## src/rtl/mfa_pkg.sv

```systemverilog
package mfa_pkg;

    typedef enum logic [2:0] {
        ST_LOST_BFA = 3'd0,
        ST_HUNT     = 3'd1,
        ST_CONFIRM  = 3'd2,
        ST_ARMED    = 3'd3,
        ST_ALIGNED  = 3'd4
    } mfa_state_e;

    // Number of CRC-4 dependent monitors gated by the block
    localparam int unsigned NUM_MON_EN = 5;

endpackage

```

## src/rtl/mfa_frame_timer.sv

```systemverilog
module mfa_frame_timer #(
    parameter int unsigned GAP_FRAMES = 16,
    parameter int unsigned WIN_FRAMES = 64
) (
    input  logic clk,
    input  logic rst_n,
    input  logic frm_tick,
    input  logic gap_clr,
    input  logic win_clr,
    output logic gap_match,
    output logic win_expire
);

    localparam int unsigned GW = $clog2(GAP_FRAMES + 2);
    localparam int unsigned WW = $clog2(WIN_FRAMES + 1);
    localparam logic [GW-1:0] GAP_HIT  = GW'(GAP_FRAMES);
    localparam logic [GW-1:0] GAP_LIM  = GW'(GAP_FRAMES + 1);
    localparam logic [WW-1:0] WIN_LAST = WW'(WIN_FRAMES - 1);

    logic [GW-1:0] gap_cnt;
    logic [WW-1:0] win_cnt;

    // Frames since the last accepted hit, saturating one past the target
    always_ff @(posedge clk or negedge rst_n) begin
        if (!rst_n) begin
            gap_cnt <= '0;
        end else if (gap_clr) begin
            gap_cnt <= '0;
        end else if (frm_tick && gap_cnt != GAP_LIM) begin
            gap_cnt <= gap_cnt + 1'b1;
        end
    end

    // Frames since the search window opened
    always_ff @(posedge clk or negedge rst_n) begin
        if (!rst_n) begin
            win_cnt <= '0;
        end else if (win_clr) begin
            win_cnt <= '0;
        end else if (frm_tick && win_cnt != WIN_LAST) begin
            win_cnt <= win_cnt + 1'b1;
        end
    end

    always_comb begin
        gap_match  = (gap_cnt == GAP_HIT);
        win_expire = frm_tick && (win_cnt == WIN_LAST);
    end

    AST_GAP_MOVES_ON_TICK: assert property (@(posedge clk) disable iff (!rst_n)
        $rose(gap_match) |-> $past(frm_tick));

    AST_GAP_SATURATES: assert property (@(posedge clk) disable iff (!rst_n)
        (gap_cnt == GAP_LIM && !gap_clr) |=> gap_cnt == GAP_LIM);

    AST_WIN_NO_OVERFLOW: assert property (@(posedge clk) disable iff (!rst_n)
        (win_cnt == WIN_LAST && !win_clr) |=> win_cnt == WIN_LAST);

endmodule

```

## src/rtl/mfa_search_fsm.sv

```systemverilog
module mfa_search_fsm
    import mfa_pkg::*;
(
    input  logic       clk,
    input  logic       rst_n,
    input  logic       bfa_ok,
    input  logic       mfas_hit,
    input  logic       frm_tick,
    input  logic       gap_match,
    input  logic       win_expire,
    output mfa_state_e state_q,
    output logic       gap_clr,
    output logic       win_clr
);

    mfa_state_e state_d;

    always_ff @(posedge clk or negedge rst_n) begin
        if (!rst_n) begin
            state_q <= ST_LOST_BFA;
        end else begin
            state_q <= state_d;
        end
    end

    always_comb begin
        state_d = state_q;
        if (!bfa_ok) begin
            state_d = ST_LOST_BFA;
        end else begin
            unique case (state_q)
                ST_LOST_BFA: state_d = ST_HUNT;
                ST_HUNT: begin
                    if (win_expire)    state_d = ST_HUNT;
                    else if (mfas_hit) state_d = ST_CONFIRM;
                end
                ST_CONFIRM: begin
                    if (mfas_hit && gap_match) state_d = ST_ARMED;
                    else if (win_expire)       state_d = ST_HUNT;
                    else if (mfas_hit)         state_d = ST_CONFIRM;
                end
                ST_ARMED: begin
                    if (frm_tick) state_d = ST_ALIGNED;
                end
                ST_ALIGNED: state_d = ST_ALIGNED;
                default:    state_d = ST_LOST_BFA;
            endcase
        end
    end

    // Counter control: window only runs while searching, gap only while confirming
    always_comb begin
        win_clr = !bfa_ok || win_expire ||
                  !(state_q == ST_HUNT || state_q == ST_CONFIRM);
        gap_clr = (state_q != ST_CONFIRM) || mfas_hit || win_expire;
    end

    AST_BFA_DROP_TO_LOST: assert property (@(posedge clk) disable iff (!rst_n)
        !bfa_ok |=> state_q == ST_LOST_BFA);

    AST_SEARCH_NEEDS_BFA: assert property (@(posedge clk) disable iff (!rst_n)
        ($past(state_q) == ST_LOST_BFA && state_q != ST_LOST_BFA) |-> $past(bfa_ok));

    AST_ARMED_FROM_HIT: assert property (@(posedge clk) disable iff (!rst_n)
        (state_q == ST_ARMED && $past(state_q) != ST_ARMED) |-> $past(mfas_hit));

    AST_ALIGN_ON_TICK: assert property (@(posedge clk) disable iff (!rst_n)
        (state_q == ST_ALIGNED && $past(state_q) != ST_ALIGNED)
            |-> ($past(frm_tick) && $past(state_q) == ST_ARMED));

    AST_ALIGNED_STICKY: assert property (@(posedge clk) disable iff (!rst_n)
        ($past(state_q) == ST_ALIGNED && $past(bfa_ok)) |-> state_q == ST_ALIGNED);

endmodule

```

## src/rtl/mfa_resp_gen.sv

```systemverilog
module mfa_resp_gen
    import mfa_pkg::*;
(
    input  logic                  bfa_ok,
    input  mfa_state_e            state_q,
    input  logic                  cfg_force_a,
    input  logic                  cfg_force_e,
    output logic                  lomf,
    output logic [NUM_MON_EN-1:0] mon_en,
    output logic                  tx_a_force1,
    output logic                  tx_e_force0
);

    logic held;

    always_comb begin
        held        = bfa_ok && (state_q == ST_ALIGNED);
        lomf        = !held;
        tx_a_force1 = cfg_force_a && !held;
        tx_e_force0 = cfg_force_e && !held;
    end

    for (genvar gi = 0; gi < int'(NUM_MON_EN); gi++) begin : g_mon
        assign mon_en[gi] = held;
    end

endmodule

```

## src/rtl/mfa_loss_ctrl.sv

```systemverilog
module mfa_loss_ctrl
    import mfa_pkg::*;
#(
    parameter int unsigned GAP_FRAMES = 16,
    parameter int unsigned WIN_FRAMES = 64
) (
    input  logic clk,
    input  logic rst_n,
    input  logic bfa_ok,
    input  logic mfas_hit,
    input  logic frm_tick,
    input  logic cfg_force_a,
    input  logic cfg_force_e,
    output logic lomf,
    output logic en_crc_cnt,
    output logic en_es_ses,
    output logic en_ebit_rx,
    output logic en_ebit_cont,
    output logic en_sa6,
    output logic tx_a_force1,
    output logic tx_e_force0
);

    mfa_state_e            state_q;
    logic                  gap_clr;
    logic                  win_clr;
    logic                  gap_match;
    logic                  win_expire;
    logic [NUM_MON_EN-1:0] mon_en;

    mfa_frame_timer #(
        .GAP_FRAMES (GAP_FRAMES),
        .WIN_FRAMES (WIN_FRAMES)
    ) u_timer (
        .clk        (clk),
        .rst_n      (rst_n),
        .frm_tick   (frm_tick),
        .gap_clr    (gap_clr),
        .win_clr    (win_clr),
        .gap_match  (gap_match),
        .win_expire (win_expire)
    );

    mfa_search_fsm u_fsm (
        .clk        (clk),
        .rst_n      (rst_n),
        .bfa_ok     (bfa_ok),
        .mfas_hit   (mfas_hit),
        .frm_tick   (frm_tick),
        .gap_match  (gap_match),
        .win_expire (win_expire),
        .state_q    (state_q),
        .gap_clr    (gap_clr),
        .win_clr    (win_clr)
    );

    mfa_resp_gen u_resp (
        .bfa_ok      (bfa_ok),
        .state_q     (state_q),
        .cfg_force_a (cfg_force_a),
        .cfg_force_e (cfg_force_e),
        .lomf        (lomf),
        .mon_en      (mon_en),
        .tx_a_force1 (tx_a_force1),
        .tx_e_force0 (tx_e_force0)
    );

    assign en_crc_cnt   = mon_en[0];
    assign en_es_ses    = mon_en[1];
    assign en_ebit_rx   = mon_en[2];
    assign en_ebit_cont = mon_en[3];
    assign en_sa6       = mon_en[4];

    AST_ENABLES_AGREE: assert property (@(posedge clk) disable iff (!rst_n)
        ($countones(mon_en) == 0) || ($countones(mon_en) == int'(NUM_MON_EN)));

    AST_EN_RISE_ON_TICK: assert property (@(posedge clk) disable iff (!rst_n)
        $rose(en_crc_cnt) |-> $past(frm_tick));

    AST_TXA_RELEASE_WITH_EN: assert property (@(posedge clk) disable iff (!rst_n)
        ($fell(tx_a_force1) && cfg_force_a && $past(cfg_force_a)) |-> en_sa6);

    AST_TXE_RELEASE_WITH_EN: assert property (@(posedge clk) disable iff (!rst_n)
        ($fell(tx_e_force0) && cfg_force_e && $past(cfg_force_e)) |-> en_ebit_rx);

    AST_LOSS_ON_BFA_DROP: assert property (@(posedge clk) disable iff (!rst_n)
        $fell(bfa_ok) |-> (lomf && !en_crc_cnt));

endmodule

```

## config.mk

```make
export PLATFORM = sky130hd
export DESIGN_NAME = mfa_loss_ctrl
export DESIGN_NICKNAME = d
export VERILOG_FILES = /design/src/rtl/mfa_pkg.sv /design/src/rtl/mfa_frame_timer.sv /design/src/rtl/mfa_search_fsm.sv /design/src/rtl/mfa_resp_gen.sv /design/src/rtl/mfa_loss_ctrl.sv
export SDC_FILE = /design/constraint.sdc
export NUM_CORES = 1
export LEC_CHECK = 0
export ABC_CLOCK_PERIOD_IN_PS = 2700
export BUFFER_PORTS_ARGS = -buffer_cell sky130_fd_sc_hd__buf_2
export CAP_MARGIN = 20
export CORE_ASPECT_RATIO = 0.7
export CORE_MARGIN = 5
export CORE_UTILIZATION = 45
export DETAILED_ROUTE_END_ITERATION = 7
export GPL_TIMING_DRIVEN = 0
export PLACE_DENSITY = 0.66
export SLEW_MARGIN = 20
export SYNTH_ARGS = -nofsm -noshare
export SYNTH_HDL_FRONTEND = slang
export SYNTH_HIERARCHICAL = 1
export SYNTH_SLANG_ARGS = --single-unit
```

## constraint.sdc

```tcl
create_clock -name clk -period 2.7 [get_ports clk]
set_input_delay 0.27 -clock clk [delete_from_list [all_inputs] [get_ports clk]]
set_output_delay 0.27 -clock clk [all_outputs]
set_load 0.02 [all_outputs]
```

==> metrics.yaml, run 1 <==
place:
  port_buffers: 14
  gp_congestion: 0.831
  placed_cell_area_sq_um: 1080
  hpwlAfterDp_mm: 1.48
drt:
  vias: 789
  routed_wl_mm: 1.98
  wl_per_cell_um: 13.5
  post-route-drc-count: 0
  via_per_inst: 5.40
  drtPass1Iterations: 4
  postRouteAntennaNets: 0
  detail_route.iter0.violations: 35
sta:
  setup_violations: 0
  report.final.slew_viol_count: 0
  final_hold_viol_count: 0
  finClkSkew_ns: 0.0144
  worst_pin_slew_ns: 0.476
  relSlewSlack_pct: 68.0
  fin_crit_sh_pct: 86.7
  rsz0062_at_grt: "no"
  clock.fmax_mhz: 427
  min_period_ns: 2.34
  fin_tns_setup_ns: 0
worst_setup_path:
  crit_type: "flop to flop"
  cp_max_fo: 10
  crit_arrival_ns: 2.53
  end_kind: "flop"
  crit_required_ns: 2.89
  critPathLaunchType: "flop"
grt:
  first_global_vias: 732
  antenna_found_initial: 0
  overflow: 0
  grt_usage_pct: 13.3
  grt_max_degree: 16
  grt_pass1_wl_mm: 3.28
finish:
  drive_gt1_share_pct: 27.0
  area_growth_syn_to_layout_pct: 14.1
  nFillCells: 211
  fin_util_pct: 53.0
  n_antenna_cell: 0
  fin_area_sq_um: 1110
  nets: 134
logic_synthesis:
  synth-seq-area-share_pct: 38.5
  synth-edff-count: 0
  synth_area_leader_cell: "dfrtp_1"
  netlist_instances: 103
  ys_warn_count: 6
  syn_area_sq_um: 976
  synth.avg_cell_area_sq_um: 9.48
  synth_cell_types: 40
  yosys-top-cells-area: "dfrtp_1, ha_1, nor2_1"
  synthFlopType: "dfrtp_1"
  synth-seq-cells: 15
  syn_nets: 114
  synth_async_sr_flop_share_pct: 100
  synth_top_area_share_pct: 38.5
clock_network:
  cts_buffers: 3
  cts.clk_slew.worst_paths_ns: 0.11
  worstSkewPairLatency_ns: 0.29
  ctsHtreeMaxLevel: 1
  cts_resized: 0
  cts-root-buf: "clkbuf_4"
  numClockSinks: 15
  cts_tree: "yes"
  cts_max_path_buffers: 2
floorplanning:
  start_util_pct: 46.4
  core_area_sq_um: 2100
  io_pins: 15
  num_rows: 14
  die_h_um: 49.0
  chipWidth_um: 65.7
  die_area_sq_um: 3220
pwr:
  power_leakage_nw: 0.525
  ir_drop_uv: 188
  p_per_area_nw_per_um2: 387
flow_run:
  cap_violations: 0
outcome:
  status: "completed"
worst_hold_path:
  min_path_type: "input port to flop"
final timing paths:
check	from	end	slack [ns]	cells after the start
max in group asynchronous	rst_n	u_fsm/state_q[2]$_DFFE_PN0P_	2.03	2
worst min-delay path	bfa_ok	u_fsm/state_q[2]$_DFFE_PN0P_	0.25	2
worst min register to register	u_fsm/state_q[2]$_DFFE_PN0P_	u_fsm/state_q[2]$_DFFE_PN0P_	0.58	2
worst max-delay path	u_timer/win_cnt[0]$_DFFE_PN0P_	u_timer/win_cnt[0]$_DFFE_PN0P_	0.36	7
min in group asynchronous	rst_n	u_timer/gap_cnt[1]$_DFFE_PN0P_	0.40	2
worst max register to register	u_timer/win_cnt[0]$_DFFE_PN0P_	u_timer/win_cnt[0]$_DFFE_PN0P_	0.36	7
cells in the mapped netlist, types with 2 or more instances:
cell and number:
dfrtp_1 15, nor2_1 12, nand2b_1 7, inv_1 6
nand2_1 6, buf_4 5, nor2b_1 5, ha_1 4
a31oi_1 3, mux2i_1 3, nand4_1 3, a211oi_1 2
nand4b_1 2, nor3_1 2, nor3b_1 2, xor2_1 2
worst max-delay path: stages, from the launching register on:
cell     delay, ns
dfrtp_1       0.40
ha_1          0.28
nand4_1       0.20
nor3_1        0.42
or3_1         0.18
buf_1         0.34
nor2_1        0.10
mux2_1        0.30
stage by stage:
step | instances | hold slack (ns) | power, W | setup WS (ns)
detailed placement | 141 | 0.200 | 0.000300 | 0.392
global route | 146 | 0.235 | 0.000459 | 0.169
CTS | 146 | 0.246 | 0.000435 | 0.371
floorplan | 103 | -0.0256 | 0.000278 | 0.775
global placement | 141 | 0.198 | 0.000298 | 0.492
finish | 146 | 0.253 | 0.000431 | 0.360
state kept, by name, summed over array words and instances, names as in the netlist:
name,flops
u_timer/win_cnt,7
u_fsm/state_q,3
u_timer/gap_cnt,5
cell families after synthesis:
group | Yosys count | share of synthesized area, %
AND/OR/NAND/NOR | 47 | 28.1
flip-flops | 15 | 38.5
AO/OA/AOI/OAI | 14 | 11.3
buffers and inverters | 14 | 7.43
multiplexers | 6 | 6.92
adder cells (fa/ha/maj) | 4 | 5.13
XOR/XNOR | 3 | 2.69
power by group:
group	leakage, nW	switching, W	total [W]	internal, W
clock network	0.0177	0.0000791	0.000134	0.0000551
logic	0.300	0.0000349	0.0000616	0.0000267
registers	0.207	0.00000525	0.000235	0.000230
routing by layer:
| layer | track usage, % | wire length (um) |
|---|---|---|
| met1 | 16.9 | 938 |
| met2 | 21.5 | 943 |
| met3 | 4.84 | 82 |
| met4 | 3.10 | 13 |
| met5 | 0 | 0 |
cells in the final DEF (no fill, tap or decap), drive strengths merged, types with 4 or more instances in the layout:
cell type and n:
nor2b 5, nand2 6, inv 7, buf 21, dfrtp 15, ha 4, nor2 12, nand2b 7
timing repair:
item,4_1_cts,5_1_grt
hold endpoints to repair,15,0
buffers inserted,0,0
hold buffers,1,0
setup endpoints to repair,0,0
area by class of cell:
type | instances | area [sq um] | area share (%)
clock inverters | 1 | 5.00 | 0.449
well taps | 24 | 30.0 | 2.70
inverters | 7 | 26.3 | 2.36
flip-flops and latches | 15 | 375 | 33.7
plain buffers | 7 | 46.3 | 4.16
repair buffers | 15 | 80.1 | 7.19
clock buffers | 3 | 22.5 | 2.02
multi-input cells | 74 | 528 | 47.4
(Power assumes the default switching activity.)
==> run 2, diff against run 1 <==
--- a/config.mk
+++ b/config.mk
@@ -5,6 +5,7 @@
 export SDC_FILE = /design/constraint.sdc
 export NUM_CORES = 1
 export LEC_CHECK = 0
+export ABC_AREA = 1
 export ABC_CLOCK_PERIOD_IN_PS = 2700
 export BUFFER_PORTS_ARGS = -buffer_cell sky130_fd_sc_hd__buf_2
 export CAP_MARGIN = 20
@@ -13,7 +14,6 @@
 export CORE_UTILIZATION = 45
 export DETAILED_ROUTE_END_ITERATION = 7
 export GPL_TIMING_DRIVEN = 0
-export PLACE_DENSITY = 0.66
 export SLEW_MARGIN = 20
 export SYNTH_ARGS = -nofsm -noshare
 export SYNTH_HDL_FRONTEND = slang
==> metrics.yaml, run 2 <==
drt:
  drtPass1Iterations: 5
  post-route-drc-count: 0
  vias: 990
  wl_per_cell_um: 10.6
  detail_route.iter0.violations: 69
  postRouteAntennaNets: 0
  via_per_inst: 4.67
  routed_wl_mm: 2.25
sta:
  report.final.slew_viol_count: 0
  rsz0062_at_grt: "no"
  worst_pin_slew_ns: 0.339
  final_hold_viol_count: 0
  setup_violations: 0
  fin_crit_sh_pct: 74.1
  fin_tns_setup_ns: 0
  min_period_ns: 2.00
  relSlewSlack_pct: 77.4
  clock.fmax_mhz: 500
  finClkSkew_ns: 0.00574
logic_synthesis:
  synth_async_sr_flop_share_pct: 100
  ys_warn_count: 6
  synth_top_area_share_pct: 34.4
  synth_cell_types: 21
  netlist_top_cells_count: "nand2_1, nand3_1, inv_1, nor2_1, dfrtp_1"
  syn_area_sq_um: 1090
  synth-edff-count: 0
  synth.avg_cell_area_sq_um: 6.78
  synth-seq-cells: 15
  yosys-top-cells-area: "dfrtp_1, nand2_1, nand3_1"
  synth_area_leader_cell: "dfrtp_1"
  synthFlopType: "dfrtp_1"
  synth-seq-area-share_pct: 34.4
  syn_nets: 172
  netlist_instances: 161
  synth.most_common_cell: "nand2_1"
pwr:
  p_per_area_nw_per_um2: 418
  seq_power_share_pct: 50.5
  clkPwrFrac_pct: 23.5
  net-switching-power_w: 0.000177
  p_int_w: 0.000340
  combPwrFrac_pct: 26.0
  p_sw_share_pct: 34.3
  power_leakage_nw: 0.731
  total_power_w: 0.000518
  ir_drop_uv: 347
worst_setup_path:
  crit_arrival_ns: 2.22
  r2r-start: "u_timer/win_cnt[0]$_DFFE_PN0P_"
  crit_required_ns: 2.92
  r2r-end: "u_timer/gap_cnt[2]$_DFFE_PN0P_"
  reg2reg_slack_ns: 0.70
  critPathLaunchType: "flop"
  cp_max_fo: 9
  rr_worst_depth: 11
  crit_type: "flop to flop"
  end_kind: "flop"
floorplanning:
  core_area_sq_um: 2220
  chipWidth_um: 68.9
  start_util_pct: 49.0
  die_h_um: 51.2
  die_area_sq_um: 3520
  io_pins: 15
  num_rows: 14
finish:
  drive_gt1_share_pct: 20.0
  final_common_cell: "nand2_1"
  largest_reg_flops: 7
  nets: 192
  reg_top3: "u_timer/win_cnt: 7 flops, u_timer/gap_cnt: 5 flops, u_fsm/state_q: 3 flops"
  nFillCells: 225
  area_growth_syn_to_layout_pct: 13.4
  top_register: "u_timer/win_cnt"
  n_antenna_cell: 0
  layout_common_cells: "nand2_1, nand3_1, inv_1"
clock_network:
  post_cts_buffers: 0
  cts_tree: "yes"
  cts.clk_slew.worst_paths_ns: 0.08
  ctsHtreeMaxLevel: 1
  numClockSinks: 15
  cts_max_path_buffers: 2
  worstSkewPairLatency_ns: 0.28
  cts-root-buf: "clkbuf_4"
  cts_resized: 0
  cts_buffers: 3
flow_run:
  cap_violations: 0
grt:
  grt_usage_pct: 15.2
  overflow: 0
  antenna_found_initial: 0
  grt_pass1_wl_mm: 4.00
  first_global_vias: 911
  grt_max_degree: 16
place:
  port_buffers: 14
  hpwlAfterDp_mm: 1.80
  gp_congestion: 0.802
outcome:
  status: "completed"
worst_hold_path:
  min_path_cells: 5
  min_delay_worst_endpoint: "u_fsm/state_q[0]$_DFFE_PN0P_"
  min_path_type: "input port to flop"
  min_from: "bfa_ok"
[run 2: metal layers]
layer	GRT usage, %	vias up	wire (um)
met5	0	-	0
met1	22.2	435	1130
li1	-	538	-
met4	2.91	0	10
met3	5.26	2	122
met2	21.7	15	981
[run 2: area by class of cell]
cell class	instances	area (sq um)	share of cell area [%]
plain buffers	5	37.5	3.03
clock buffers	4	26.3	2.12
inverters	28	108	8.70
multi-input cells	113	571	46.1
flip-flops and latches	15	375	30.3
well taps	32	40.0	3.24
repair buffers	15	80.1	6.47
[run 2: power groups by stage]
stage	combinational [W]	sequential, W	clock (W)
2_1_floorplan	0.0000971	0.000260	0
3_3_place_gp	0.000130	0.000265	0
3_5_place_dp	0.000133	0.000265	0
4_1_cts	0.000134	0.000261	0.000130
5_1_grt	0.000152	0.000264	0.000148
6_report	0.000135	0.000262	0.000121
[run 2: worst max path at each step]
stage	start	endpoint	slack, ns	depth (start not counted)
finish	u_timer/win_cnt[0]$_DFFE_PN0P_	u_timer/gap_cnt[2]$_DFFE_PN0P_	0.70	11
global route	u_timer/win_cnt[0]$_DFFE_PN0P_	u_timer/gap_cnt[0]$_DFFE_PN0P_	0.48	11
CTS	u_timer/win_cnt[0]$_DFFE_PN0P_	u_timer/gap_cnt[2]$_DFFE_PN0P_	0.70	11
detailed placement	u_timer/win_cnt[0]$_DFFE_PN0P_	u_timer/gap_cnt[2]$_DFFE_PN0P_	0.72	11
global placement	u_timer/win_cnt[0]$_DFFE_PN0P_	u_timer/gap_cnt[2]$_DFFE_PN0P_	0.80	11
floorplan	u_timer/win_cnt[0]$_DFFE_PN0P_	u_timer/gap_cnt[2]$_DFFE_PN0P_	1.09	11
[run 2: worst max-delay path: stages, from the launching register on]
cell and delay, ns:
dfrtp_1 0.45, ha_1 0.24, nand3_2 0.12, inv_2 0.09
nand2_4 0.06, nor2_1 0.23, nor2_1 0.08, nand2_1 0.10
clkinv_1 0.23, nand2_2 0.18, nand3_1 0.08, nand2_1 0.06
[run 2: cells by family after synthesis]
family / synth area share (%)
AO/OA/AOI/OAI: 4.13
XOR/XNOR: 0.803
adder cells (fa/ha/maj): 4.59
buffers and inverters: 13.3
flip-flops: 34.4
AND/OR/NAND/NOR: 42.8
[run 2: repair_timing]
item	in CTS	in global routing
hold endpoints to repair	15	0
setup endpoints to repair	0	0
hold buffers	1	0
[run 2: per-stage QoR]
stage	cell area (sq um)	std cells	util [%]	setup WS, ns	hold WS, ns
floorplan	1090	161	-	1.09	-0.0256
global placement	1200	207	54.0	0.797	0.201
detailed placement	1200	207	54.0	0.722	0.193
CTS	1240	212	55.6	0.704	0.345
global route	1240	212	55.6	0.478	0.376
finish	1240	212	55.6	0.700	0.349
==> run 3, diff against run 2 <==
--- a/config.mk
+++ b/config.mk
@@ -6,7 +6,7 @@
 export NUM_CORES = 1
 export LEC_CHECK = 0
 export ABC_AREA = 1
-export ABC_CLOCK_PERIOD_IN_PS = 2700
+export ABC_CLOCK_PERIOD_IN_PS = 1690
 export BUFFER_PORTS_ARGS = -buffer_cell sky130_fd_sc_hd__buf_2
 export CAP_MARGIN = 20
 export CORE_ASPECT_RATIO = 0.7
@@ -14,6 +14,7 @@
 export CORE_UTILIZATION = 45
 export DETAILED_ROUTE_END_ITERATION = 7
 export GPL_TIMING_DRIVEN = 0
+export PLACE_DENSITY = 0.67
 export SLEW_MARGIN = 20
 export SYNTH_ARGS = -nofsm -noshare
 export SYNTH_HDL_FRONTEND = slang
==> constraint.sdc (replaced) <==
create_clock -name clk -period 1.69 [get_ports clk]
set_input_delay 0.169 -clock clk [delete_from_list [all_inputs] [get_ports clk]]
set_output_delay 0.169 -clock clk [all_outputs]
set_load 0.02 [all_outputs]
==> metrics.yaml, run 3 (synthesis results as in run 2) <==
outcome:
  status: "completed"
finish:
  area_growth_syn_to_layout_pct: 18.9
  n_antenna_cell: 0
  layout_common_cells: "nand2_1, nand3_1, inv_1"
  fin_util_pct: 58.3
  final_common_cell: "nand2_1"
  nets: 196
  top_register: "u_timer/win_cnt"
  drive_gt1_share_pct: 25.0
  reg_top3: "u_timer/win_cnt: 7 flops, u_timer/gap_cnt: 5 flops, u_fsm/state_q: 3 flops"
  largest_reg_flops: 7
flow_run:
  cap_violations: 0
pwr:
  p_per_area_nw_per_um2: 672
  power_leakage_nw: 0.749
  total_power_w: 0.000872
  ir_drop_uv: 645
floorplanning:
  io_pins: 15
  num_rows: 14
  die_area_sq_um: 3520
  chipWidth_um: 68.9
  start_util_pct: 49.0
  die_h_um: 51.2
  core_area_sq_um: 2220
worst_setup_path:
  cp_max_fo: 10
  end_kind: "flop"
  critPathLaunchType: "flop"
  r2r-start: "u_timer/win_cnt[0]$_DFFE_PN0P_"
  crit_arrival_ns: 1.72
  cp_slowest_stage_delay_ns: 0.41
  crit_buf_inv: 3
  crit_chain: "ha_4, nand3_2, inv_2, nand2_4, nor2_4, inv_1, nand2_2, inv_4, nand3_1, nand2_1"
  crit_family: "simple AND/OR/NAND/NOR gates"
  critical-path-slowest-cell: "dfrtp_1"
  rr_worst_depth: 10
  crit_type: "flop to flop"
  crit_required_ns: 1.87
  r2r-end: "u_timer/win_cnt[1]$_DFFE_PN0P_"
  reg2reg_slack_ns: 0.15
grt:
  grt_max_degree: 16
  antenna_found_initial: 0
  grt_pass1_wl_mm: 4.22
  overflow: 0
  grt_usage_pct: 15.8
  first_global_vias: 945
worst_hold_path:
  min_path_type: "input port to flop"
  min_from: "bfa_ok"
  min_path_cells: 5
  min_delay_worst_endpoint: "u_fsm/state_q[0]$_DFFE_PN0P_"
sta:
  relSlewSlack_pct: 76.0
  min_period_ns: 1.54
  setup_violations: 0
  final_hold_viol_count: 0
  rsz0062_at_grt: "no"
  report.final.slew_viol_count: 0
  finClkSkew_ns: 0.00465
  clock.fmax_mhz: 650
  worst_pin_slew_ns: 0.360
  fin_crit_sh_pct: 91.1
clock_network:
  cts-root-buf: "clkbuf_4"
  cts_buffers: 3
  cts_tree: "yes"
  numClockSinks: 15
  cts.clk_slew.worst_paths_ns: 0.08
  ctsHtreeMaxLevel: 1
  cts_max_path_buffers: 2
  worstSkewPairLatency_ns: 0.28
drt:
  post-route-drc-count: 0
  postRouteAntennaNets: 0
  drtPass1Iterations: 4
  via_per_inst: 4.68
  detail_route.iter0.violations: 66
  routed_wl_mm: 2.34
  vias: 1011
  wl_per_cell_um: 10.8
place:
  port_buffers: 14
  gp_congestion: 0.849
  hpwlAfterDp_mm: 1.74
-- run 3: report_power, final --
| part | switching [W] | internal, W | leakage (nW) |
|---|---|---|---|
| logic | 0.000160 | 0.0000924 | 0.528 |
| registers | 0.0000314 | 0.000382 | 0.207 |
| clock network | 0.000115 | 0.0000917 | 0.0150 |
| total | 0.000306 | 0.000566 | 0.749 |
-- run 3: worst max path at each step --
stage                                               from                              to  slack, ns  cells past startpoint
final                     u_timer/win_cnt[0]$_DFFE_PN0P_  u_timer/win_cnt[1]$_DFFE_PN0P_       0.15                     10
after global routing      u_timer/win_cnt[0]$_DFFE_PN0P_  u_timer/gap_cnt[2]$_DFFE_PN0P_       0.04                     11
after CTS                 u_timer/win_cnt[0]$_DFFE_PN0P_  u_timer/gap_cnt[2]$_DFFE_PN0P_       0.05                     11
after detailed placement  u_timer/win_cnt[0]$_DFFE_PN0P_  u_timer/gap_cnt[2]$_DFFE_PN0P_      -0.25                     11
after global placement    u_timer/win_cnt[0]$_DFFE_PN0P_  u_timer/gap_cnt[1]$_DFFE_PN0P_      -0.17                     11
after floorplan           u_timer/win_cnt[0]$_DFFE_PN0P_  u_timer/gap_cnt[2]$_DFFE_PN0P_       0.08                     11
-- run 3: layer usage --
metal  wire length [um]  track usage (%)
met1               1200             23.6
met2               1020             22.2
met3                103             5.26
met4                 16             2.91
met5                  0                0
-- run 3: worst min-delay path, cell delays in order --
cell and delay [ns]:
buf_2 0.11, inv_1 0.06, a21oi_1 0.05, nand2_1 0.06, nand2_1 0.04
-- run 3: cell type report --
type / count / area [sq um]
clock buffers: 4 / 26.3
multi-input cells: 113 / 598
plain buffers: 5 / 37.5
well taps: 32 / 40.0
fillers: 221 / 927
flip-flops and latches: 15 / 375
repair buffers: 18 / 103
repair inverters: 1 / 7.51
inverters: 28 / 110
-- run 3: through the flow --
step / setup TNS, ns / hold slack (ns) / setup WS (ns) / area (sq um) / std cells
after floorplan: 0 / -0.127 / 0.0836 / 1090 / 161
final: 0 / 0.243 / 0.151 / 1300 / 216
after global routing: 0 / 0.269 / 0.0415 / 1300 / 216
after detailed placement: -1.67 / 0.104 / -0.246 / 1200 / 207
after CTS: 0 / 0.235 / 0.0468 / 1260 / 214
after global placement: -1.11 / 0.104 / -0.169 / 1200 / 207
-- run 3: repair_timing --
| item | in CTS | in global routing |
|---|---|---|
| hold endpoints to repair | 15 | 0 |
| hold buffers | 1 | 0 |
| pin swaps | 0 | 1 |
| gates resized for setup | 3 | 6 |
| cloned | 0 | 1 |
| setup endpoints to repair | 12 | 12 |
| setup buffers | 2 | 1 |
